[src/rtl/irqv_pkg.sv]
package irqv_pkg;

  typedef enum logic [1:0] {
    SZ_BYTE = 2'd0,
    SZ_HALF = 2'd1,
    SZ_WORD = 2'd2,
    SZ_WIDE = 2'd3
  } accSize_e;

  typedef enum logic [1:0] {
    RG_VECTOR = 2'd0,
    RG_EDGE   = 2'd1,
    RG_PEND   = 2'd2,
    RG_MASK   = 2'd3
  } regSel_e;

  typedef struct packed {
    logic     wrEdge;
    logic     wrPend;
    logic     wrMask;
    logic     snapLoad;
    logic     snapHold;
    logic     rdEn;
    regSel_e  rdSel;
    accSize_e rdSize;
  } ctlStrobe_t;

endpackage

[src/rtl/irqv_prio.sv]
module irqv_prio #(
  parameter int NUM_REQ = 16,
  parameter int IDX_W   = 5
) (
  input  logic [NUM_REQ-1:0] req,
  output logic               found,
  output logic [IDX_W-1:0]   idx
);

  // Scan from the lowest priority upward so the lowest index is the last one written.
  always_comb begin
    found = 1'b0;
    idx   = '0;
    for (int i = NUM_REQ - 1; i >= 0; i--) begin
      if (req[i]) begin
        found = 1'b1;
        idx   = IDX_W'(i);
      end
    end
  end

endmodule

[src/rtl/irqv_ctrl.sv]
module irqv_ctrl
  import irqv_pkg::*;
(
  input  logic       clk,
  input  logic       rst_n,
  input  logic [1:0] busAddr,
  input  logic [1:0] busSize,
  input  logic       busRead,
  input  logic       busWrite,
  output ctlStrobe_t strobe
);

  logic    readActiveQ;
  regSel_e addrSel;
  logic    wrOk;

  // Marks the cycles after the first one of a read access.
  always_ff @(posedge clk or negedge rst_n) begin
    if (!rst_n) readActiveQ <= 1'b0;
    else        readActiveQ <= busRead;
  end

  assign addrSel = regSel_e'(busAddr);
  assign wrOk    = busWrite & ~busRead;

  always_comb begin
    strobe          = '0;
    strobe.wrEdge   = wrOk && (addrSel == RG_EDGE);
    strobe.wrPend   = wrOk && (addrSel == RG_PEND);
    strobe.wrMask   = wrOk && (addrSel == RG_MASK);
    strobe.snapLoad = busRead & ~readActiveQ;
    strobe.snapHold = busRead & readActiveQ;
    strobe.rdEn     = busRead;
    strobe.rdSel    = addrSel;
    strobe.rdSize   = accSize_e'(busSize);
  end

endmodule

[src/rtl/irqv_datapath.sv]
module irqv_datapath
  import irqv_pkg::*;
#(
  parameter int NUM_PINS    = 16,
  parameter int DATA_W      = 32,
  parameter int SYNC_STAGES = 2
) (
  input  logic                clk,
  input  logic                rst_n,
  input  logic [NUM_PINS-1:0] extPin,
  input  logic [DATA_W-1:0]   busWdata,
  input  ctlStrobe_t          strobe,
  output logic [DATA_W-1:0]   busRdata,
  output logic                irqOut
);

  localparam int IDX_W  = $clog2(NUM_PINS + 1);
  localparam int CODE_W = 8;

  logic [NUM_PINS-1:0] syncQ [SYNC_STAGES];
  logic [NUM_PINS-1:0] prevQ;
  logic [NUM_PINS-1:0] pinNow;
  logic [NUM_PINS-1:0] edgeHit;
  logic [NUM_PINS-1:0] edgeCtlQ;
  logic [NUM_PINS-1:0] pendQ;
  logic [NUM_PINS-1:0] maskQ;
  logic [NUM_PINS-1:0] clearBits;
  logic [NUM_PINS-1:0] liveReq;
  logic                prioFound;
  logic [IDX_W-1:0]    prioIdx;
  logic [CODE_W-1:0]   liveCode;
  logic [CODE_W-1:0]   snapQ;
  logic [CODE_W-1:0]   vecCode;
  logic [DATA_W-1:0]   regWord;
  logic [DATA_W-1:0]   vecWord;

  // Synchronizer chain; stages rest high so idle-high pins raise nothing at reset.
  always_ff @(posedge clk or negedge rst_n) begin
    if (!rst_n) syncQ[0] <= '1;
    else        syncQ[0] <= extPin;
  end

  for (genvar s = 1; s < SYNC_STAGES; s++) begin : g_sync
    always_ff @(posedge clk or negedge rst_n) begin
      if (!rst_n) syncQ[s] <= '1;
      else        syncQ[s] <= syncQ[s-1];
    end
  end

  assign pinNow = syncQ[SYNC_STAGES-1];

  always_ff @(posedge clk or negedge rst_n) begin
    if (!rst_n) prevQ <= '1;
    else        prevQ <= pinNow;
  end

  // Falling edges always count; rising edges only for pins in any-edge mode.
  assign edgeHit = (prevQ & ~pinNow) | (~edgeCtlQ & ~prevQ & pinNow);

  assign clearBits = strobe.wrPend ? busWdata[NUM_PINS-1:0] : '0;

  always_ff @(posedge clk or negedge rst_n) begin
    if (!rst_n) begin
      pendQ    <= '0;
      edgeCtlQ <= '0;
      maskQ    <= '0;
    end else begin
      pendQ <= (pendQ & ~clearBits) | edgeHit;
      if (strobe.wrEdge) edgeCtlQ <= busWdata[NUM_PINS-1:0];
      if (strobe.wrMask) maskQ    <= busWdata[NUM_PINS-1:0];
    end
  end

  assign liveReq = pendQ & maskQ;
  assign irqOut  = |liveReq;

  irqv_prio #(
    .NUM_REQ (NUM_PINS),
    .IDX_W   (IDX_W)
  ) u_prio (
    .req   (liveReq),
    .found (prioFound),
    .idx   (prioIdx)
  );

  assign liveCode = prioFound ? CODE_W'({prioIdx + IDX_W'(1), 2'b00}) : '0;

  always_ff @(posedge clk or negedge rst_n) begin
    if (!rst_n)              snapQ <= '0;
    else if (strobe.snapLoad) snapQ <= liveCode;
  end

  assign vecCode = strobe.snapHold ? snapQ : liveCode;

  always_comb begin
    unique case (strobe.rdSize)
      SZ_BYTE: vecWord = DATA_W'(vecCode);
      SZ_HALF: vecWord = DATA_W'(vecCode) << 8;
      default: vecWord = DATA_W'(vecCode) << (DATA_W - CODE_W);
    endcase
  end

  always_comb begin
    unique case (strobe.rdSel)
      RG_EDGE: regWord = DATA_W'(edgeCtlQ);
      RG_PEND: regWord = DATA_W'(pendQ);
      RG_MASK: regWord = DATA_W'(maskQ);
      default: regWord = '0;
    endcase
    if (strobe.rdSize == SZ_BYTE)      regWord = regWord & DATA_W'(8'hFF);
    else if (strobe.rdSize == SZ_HALF) regWord = regWord & DATA_W'(16'hFFFF);
  end

  always_comb begin
    if (!strobe.rdEn)                 busRdata = '0;
    else if (strobe.rdSel == RG_VECTOR) busRdata = vecWord;
    else                              busRdata = regWord;
  end

endmodule

[src/rtl/irq_vector_ctrl.sv]
module irq_vector_ctrl
  import irqv_pkg::*;
#(
  parameter int NUM_PINS    = 16,
  parameter int DATA_W      = 32,
  parameter int SYNC_STAGES = 2
) (
  input  logic                clk,
  input  logic                rst_n,
  input  logic [NUM_PINS-1:0] extPin,
  input  logic [1:0]          busAddr,
  input  logic [1:0]          busSize,
  input  logic                busRead,
  input  logic                busWrite,
  input  logic [DATA_W-1:0]   busWdata,
  output logic [DATA_W-1:0]   busRdata,
  output logic                irqOut
);

  ctlStrobe_t strobe;

  irqv_ctrl u_ctrl (
    .clk      (clk),
    .rst_n    (rst_n),
    .busAddr  (busAddr),
    .busSize  (busSize),
    .busRead  (busRead),
    .busWrite (busWrite),
    .strobe   (strobe)
  );

  irqv_datapath #(
    .NUM_PINS    (NUM_PINS),
    .DATA_W      (DATA_W),
    .SYNC_STAGES (SYNC_STAGES)
  ) u_dp (
    .clk      (clk),
    .rst_n    (rst_n),
    .extPin   (extPin),
    .busWdata (busWdata),
    .strobe   (strobe),
    .busRdata (busRdata),
    .irqOut   (irqOut)
  );

endmodule

[config.mk]
export PLATFORM = sky130hd
export DESIGN_NAME = irq_vector_ctrl
export DESIGN_NICKNAME = d
export VERILOG_FILES = /design/src/rtl/irqv_pkg.sv /design/src/rtl/irqv_prio.sv /design/src/rtl/irqv_ctrl.sv /design/src/rtl/irqv_datapath.sv /design/src/rtl/irq_vector_ctrl.sv
export SDC_FILE = /design/constraint.sdc
export NUM_CORES = 1
export LEC_CHECK = 0
export ABC_CLOCK_PERIOD_IN_PS = 4180
export BUFFER_PORTS_ARGS = -buffer_cell sky130_fd_sc_hd__buf_2
export CAP_MARGIN = 40
export CORE_MARGIN = 2
export CORE_UTILIZATION = 55
export DETAILED_ROUTE_END_ITERATION = 12
export PLACE_DENSITY = 0.79
export SLEW_MARGIN = 20
export SYNTH_ARGS = -nofsm -noshare
export SYNTH_HDL_FRONTEND = slang
export SYNTH_SLANG_ARGS = --single-unit
[constraint.sdc]
create_clock -name clk -period 4.18 [get_ports clk]
set_input_delay 1.254 -clock clk [delete_from_list [all_inputs] [get_ports clk]]
set_output_delay 1.254 -clock clk [all_outputs]
set_load 0.03 [all_outputs]
# Yosys cells after proc, flatten, opt, wreduce, memory -nomap -nowiden

Index checks and enable logic that the tools add are counted.

Bits in registers: 105
Latch bits: 0
RAM bits: 0
ROM bits: 0
Input port bits: 56
Output and inout port bits: 33
Word-level logic and storage cells: 76
Memories: 0

Add/sub/neg operators: 1
Multiply operators: 0
Divide/modulo/power cells: 0
Order comparisons: 0
Equal/unequal tests: 4
Shifts and indexed selects: 0
Mux-type cells: 41
Bitwise logic cells: 16
Reductions and logical operators: 6

Operators by type and width:

| kind                                          | number |
|---|---|
| 2-to-1 mux 32 bit                             | 4 |
| AND 16 bit                                    | 5 |
| 2-to-1 mux 5 bit                              | 15 |
| inverter 16 bit                               | 4 |
| case mux 32 bit (2 select lines)              | 1 |
| case mux 16 bit (3 select lines)              | 1 |
| bitwise OR 16 bit                             | 2 |
| 2-to-1 mux 1 bit                              | 16 |
| 2-to-1 mux 16 bit                             | 1 |
| OR reduction 16 bit                           | 1 |
| 2-to-1 mux 8 bit                              | 1 |
| 2-to-1 mux 7 bit                              | 1 |
| adder 5 x 1 -> 5 bit, second input constant   | 1 |
| == test 2 x 1 -> 1 bit, second input constant | 2 |
| == test 2 bit, second input constant          | 2 |
| zero test 2 bit                               | 2 |
| 2-to-1 mux 4 bit                              | 1 |
| AND 1 bit                                     | 3 |
| logical AND 1 bit                             | 3 |
| inverter 1 bit                                | 2 |

# Longest topological paths before layout

Depth after elaboration: 23
Mapped depth: 10
Gate-level depth less buffers: 10

# By module

A second synthesis with hierarchy kept.

Cells, all modules: 409
Area total of the unflattened synthesis: 4654.5 um^2

By module, submodules not included:

| module        | times used | cells each | area an instance (um^2) | sequential area each (um^2) |
|---|---|---|---|---|
| irqv_datapath | 1          | 363        | 4354.2                  | 2587.5 |
| irqv_prio     | 1          | 35         | 190.2                   | 0.0 |
| irqv_ctrl     | 1          | 11         | 110.1                   | 25.0 |

# Least setup slack after synthesis

OpenSTA, ideal clock, no wires.

Path kind: input to output
Start point: in busAddr[1]
End point: out busRdata[4]
Arrival time: 2.849 ns
Data required time: 2.926 ns
Slack: 0.077 ns
Cell stages on the path: 5
Path buffers: 2
Cell sequence: buf_1 > buf_2 > mux4_2 > nand2_1 > a221oi_1

Cells in the longest elaborated chain, start to end: 6
Elaborated cells on any way between the ends: 9
Those cells by class: 3 x eq/ne; 5 x mux; 1 x reduce/logical

RTL lines:

| item                                                    | line                  | text |
|---|---|---|
| start, declared                                         | irq_vector_ctrl.sv:11 | `input logic [1:0] busAddr,` |
| == test 2 bit or == test 2 x 1 -> 1 bit (tied branches) | irqv_datapath.sv:104  | `unique case (strobe.rdSel)` |
| case mux 16 bit (3 select lines)                        | irqv_datapath.sv:104  |  |
| 2-to-1 mux 32 bit                                       | irqv_datapath.sv:111  | `else if (strobe.rdSize == SZ_HALF) regWord = regWord & DATA_W'(16'hFFFF);` |
| 2-to-1 mux 32 bit                                       | irqv_datapath.sv:110  | `if (strobe.rdSize == SZ_BYTE) regWord = regWord & DATA_W'(8'hFF);` |
| 2-to-1 mux 32 bit *                                     | irqv_datapath.sv:116  | `else if (strobe.rdSel == RG_VECTOR) busRdata = vecWord;` |
| 2-to-1 mux 32 bit *                                     | irqv_datapath.sv:115  | `if (!strobe.rdEn) busRdata = '0;` |
| end, declared                                           | irq_vector_ctrl.sv:16 | `output logic [DATA_W-1:0] busRdata,` |

Every way passes the cells marked *; elsewhere a longest branch is shown, timed or not.

# Worst setup path after layout

Start point: reg u_dp.pendQ[8]
End point: out busRdata[6]

Cells in the longest elaborated chain, start to end: 16
Elaborated cells on any way between the ends: 25
Those cells by class: 1 x add/sub; 23 x mux; 1 x bitwise

RTL lines:

| item                               | line                 | text |
|---|---|---|
| start, declared                    | irqv_datapath.sv:25  | `logic [NUM_PINS-1:0] pendQ;` |
| start signal, assigned             | irqv_datapath.sv:68  | `pendQ <= (pendQ & ~clearBits) \| edgeHit;` |
| AND 16 bit *                       | irqv_datapath.sv:74  | `assign liveReq = pendQ & maskQ;` |
| 2-to-1 mux 5 bit (9 in series)     | irqv_prio.sv:15      | `if (req[i]) begin` |
| adder 5 x 1 -> 5 bit               | irqv_datapath.sv:86  | `assign liveCode = prioFound ? CODE_W'({prioIdx + IDX_W'(1), 2'b00}) : '0;` |
| 2-to-1 mux 7 bit *                 | irqv_datapath.sv:86  |  |
| 2-to-1 mux 8 bit *                 | irqv_datapath.sv:93  | `assign vecCode = strobe.snapHold ? snapQ : liveCode;` |
| case mux 32 bit (2 select lines) * | irqv_datapath.sv:96  | `unique case (strobe.rdSize)` |
| 2-to-1 mux 32 bit *                | irqv_datapath.sv:116 |  |
| 2-to-1 mux 32 bit *                | irqv_datapath.sv:115 |  |

Marks and branches as above.

==> results.json <==
{
  "status": "completed",
  "synth_area_leader_cell": "sky130_fd_sc_hd__dfrtp_1",
  "clock_latency_ns": 0.35,
  "synthesis.area_um2": 4601,
  "antenna_violating_nets_left": 0,
  "cp-start-kind": "flop",
  "final.period_utilization_pct": 97.47,
  "grt_start_max_net_pins": 55,
  "synth.top_cells.by_area": "sky130_fd_sc_hd__dfrtp_1 29%, sky130_fd_sc_hd__dfstp_2 27%, sky130_fd_sc_hd__mux2_2 11%",
  "cts.root.buffer_cell": "sky130_fd_sc_hd__clkbuf_8",
  "fmaxAchievable_mhz": 245.4,
  "detailroute.via_count": 3360,
  "synthArstFlopShare_pct": 100.0,
  "total_of_flip_flops_plus_latches_after_synthesis": 102,
  "post-synth-top-area-fraction_pct": 29.37,
  "post_drt_via_cell_ratio": 5.823,
  "die_x_um": 95.46,
  "final-setup-viol-count": 0,
  "post-route-drc-count": 0,
  "drt-pass1-iter-count": 4,
  "share_of_final_layout_standard_cells_stronger_than_drive_strength_1_pct": 44.28,
  "final_period_minus_worst_setup_slack_ns": 4.074,
  "gr-total-overflow": 0,
  "number_of_enable_flip_flop_cells_after_synthesis": 0,
  "wire_per_inst_um": 17.62,
  "cts_buffer_depth": 2,
  "core-area_um2": 8175,
  "critical_path_arrival_ns": 2.82,
  "post_synth_inst_count": 388,
  "cp-end-kind": "output pin",
  "rd_place_congestion": 0.8521,
  "synth_common_cells": "54 x sky130_fd_sc_hd__dfrtp_1, 48 x sky130_fd_sc_hd__dfstp_2, 46 x sky130_fd_sc_hd__nand2_1, 43 x sky130_fd_sc_hd__mux2_2, 31 x sky130_fd_sc_hd__nor2_1",
  "cts_tree": "done",
  "cts_buffers": 9,
  "hp-class": "reg2reg",
  "report.final.slew_viol_count": 0,
  "drt_iter0_markers": 205,
  "cp.required_ns": 2.93,
  "grt_use_total_pct": 23.83,
  "criticalPathCategory": "reg2out",
  "cts-htree-levels": 3,
  "hold_path.startpoint": "u_dp.syncQ[24]",
  "portBuffers": 61,
  "dominantRegCellSynth": "sky130_fd_sc_hd__dfrtp_1",
  "top_level_ports": 89,
  "clock_sinks": 102,
  "wire_length_of_the_first_global_routing_pass_um": 16670,
  "syn_avg_cell_area_um2": 11.86,
  "synth.lib_cells_used.distinct": 56,
  "skew_ns": 0.01573,
  "power.static_leakage_nw": 2.255,
  "worst_rel_slew_slack_pct": 54.89,
  "tightestPinTransition_ns": 0.6767,
  "worstSetupStartpoint": "u_dp.pendQ[8]",
  "crit-reg2reg-launch": "u_dp.pendQ[14]",
  "n_fill_cell": 613,
  "timing_hold_violations_final": 0,
  "yosys_warnings": 0,
  "detailed_place_hpwl_um": 7343,
  "setup_tns_ns": 0,
  "die_height_um": 95.46,
  "cellPowerDensity_nw_per_um2": 432.4,
  "die-area_um2": 9113,
  "num_antenna_cells": 0,
  "worst_ir_drop_vdd_mv": 0.3074,
  "clkSlewWorstSetupHoldPaths_ns": 0.10,
  "num_rows": 33,
  "syn2layout_area_growth_pct": 16.54,
  "critical_path_peak_fanout": 7,
  "layout.core_utilization_pct": 65.58,
  "yosysSeqAreaShare_pct": 56.79,
  "totalWireLength_um": 10170,
  "final_net_count": 524,
  "max_cap_viol_count": 0,
  "grt_antenna_before_repair": 0,
  "initial_utilization_pct": 56.27,
  "post-synth-top-count-cell": "sky130_fd_sc_hd__dfrtp_1",
  "first_global_vias": 3401
}
## per-stage QoR
step	power, mW	hold slack [ns]	instance area [µm²]	instances	setup slack, ns
floorplan	1.554	0.3452	4638	398	0.07689
global placement	1.694	0.3452	5081	557	0.1766
detailed placement	1.716	0.3469	5081	557	0.1424
CTS	2.295	0.3565	5284	575	0.01945
global route	2.443	0.3503	5361	577	-0.007724
finish	2.318	0.3583	5361	577	0.1058
## cell type report
| cell class | count | area, µm² | area share, % |
|---|---|---|---|
| flip-flops and latches | 102 | 2613 | 48.73 |
| multi-input cells | 268 | 1946 | 36.29 |
| repair buffers | 83 | 480.5 | 8.962 |
| well taps | 105 | 131.4 | 2.450 |
| clock buffers | 9 | 123.9 | 2.310 |
| clock inverters | 7 | 56.30 | 1.050 |
| inverters | 3 | 11.26 | 0.2100 |
## final timing paths
kind | endpoint | slack, ns | cells after the start
min | u_dp.pinNow[8] | 0.36 | 0
max in group asynchronous | u_dp.prevQ[14] | 2.39 | 2
min reg2reg | u_dp.pinNow[8] | 0.36 | 0
max | busRdata[6] | 0.11 | 9
max reg2reg | u_dp.snapQ[4] | 2.08 | 8
min in group asynchronous | u_dp.edgeCtlQ[8] | 0.94 | 1
## cell families (layout without fill, tap and decap cells)
family          count (synthesis)  after routing  share of synthesized area, %
compound gates                 83             83                         14.39
fa+ha+maj                       1              1                        0.2719
buf+inv                        28            102                         3.426
flops                         102            102                         56.79
mux                            48             48                         11.88
other cells                     1             11                       0.08151
simple gates                  125            125                         13.16
## sequential cells by signal, indices dropped and copies added, names as in the netlist
register,count
u_ctrl.readActiveQ,1
u_dp.edgeCtlQ,16
u_dp.maskQ,16
u_dp.pendQ,16
u_dp.pinNow,16
u_dp.prevQ,16
u_dp.snapQ,5
u_dp.syncQ,16
## timing repair
action / CTS / global route
hold endpoints to repair: 0 / 0
pin swaps: 0 / 7
resized for setup: 2 / 15
setup endpoints to repair: 3 / 4
setup buffers: 2 / 2
hold buffers: 0 / 0
## worst max-delay path: stages (launching register included)
cell and delay [ns]:
sky130_fd_sc_hd__dfrtp_1 0.44, sky130_fd_sc_hd__a32o_1 0.27, sky130_fd_sc_hd__a221o_1 0.34, sky130_fd_sc_hd__o21a_4 0.27, sky130_fd_sc_hd__inv_2 0.08, sky130_fd_sc_hd__ha_4 0.14, sky130_fd_sc_hd__a31oi_2 0.11, sky130_fd_sc_hd__o31a_1 0.34
sky130_fd_sc_hd__a211oi_2 0.27, sky130_fd_sc_hd__buf_4 0.21
## placed cells by master (no fill, tap or decap), types with 3 or more instances in the layout
cell type / instances
sky130_fd_sc_hd__a22oi_2: 3
sky130_fd_sc_hd__buf_2: 57
sky130_fd_sc_hd__a211oi_1: 3
sky130_fd_sc_hd__nand2b_1: 3
sky130_fd_sc_hd__a221o_1: 17
sky130_fd_sc_hd__and3_1: 3
sky130_fd_sc_hd__conb_1: 11
sky130_fd_sc_hd__clkbuf_8: 9
sky130_fd_sc_hd__o22ai_1: 3
sky130_fd_sc_hd__nor2_1: 31
sky130_fd_sc_hd__and2_1: 3
sky130_fd_sc_hd__buf_4: 25
sky130_fd_sc_hd__a22oi_1: 15
sky130_fd_sc_hd__mux2i_1: 4
sky130_fd_sc_hd__dfstp_2: 48
sky130_fd_sc_hd__dfrtp_1: 54
sky130_fd_sc_hd__mux2_2: 43
sky130_fd_sc_hd__nand4_1: 3
sky130_fd_sc_hd__nand3_1: 6
sky130_fd_sc_hd__o21ai_0: 9
sky130_fd_sc_hd__nand2_1: 46
sky130_fd_sc_hd__nor2b_1: 20
## metal layers
layer / track usage, % / vias to the layer above / wire length (µm)
met2: 39.91 / 111 / 4972
met4: 5.833 / 0 / 76
met1: 32.27 / 1685 / 4529
met5: 0 / - / 0
met3: 4.585 / 8 / 591
li1: - / 1556 / -
## where the power goes
group / leakage [nW] / switching, mW / internal (mW)
sequential: 1.11 / 0.0958 / 1.12
combinational: 1.05 / 0.288 / 0.245
clock: 0.0959 / 0.347 / 0.225
total: 2.26 / 0.732 / 1.59
No activity file was read; power rests on OpenSTA's default activity.
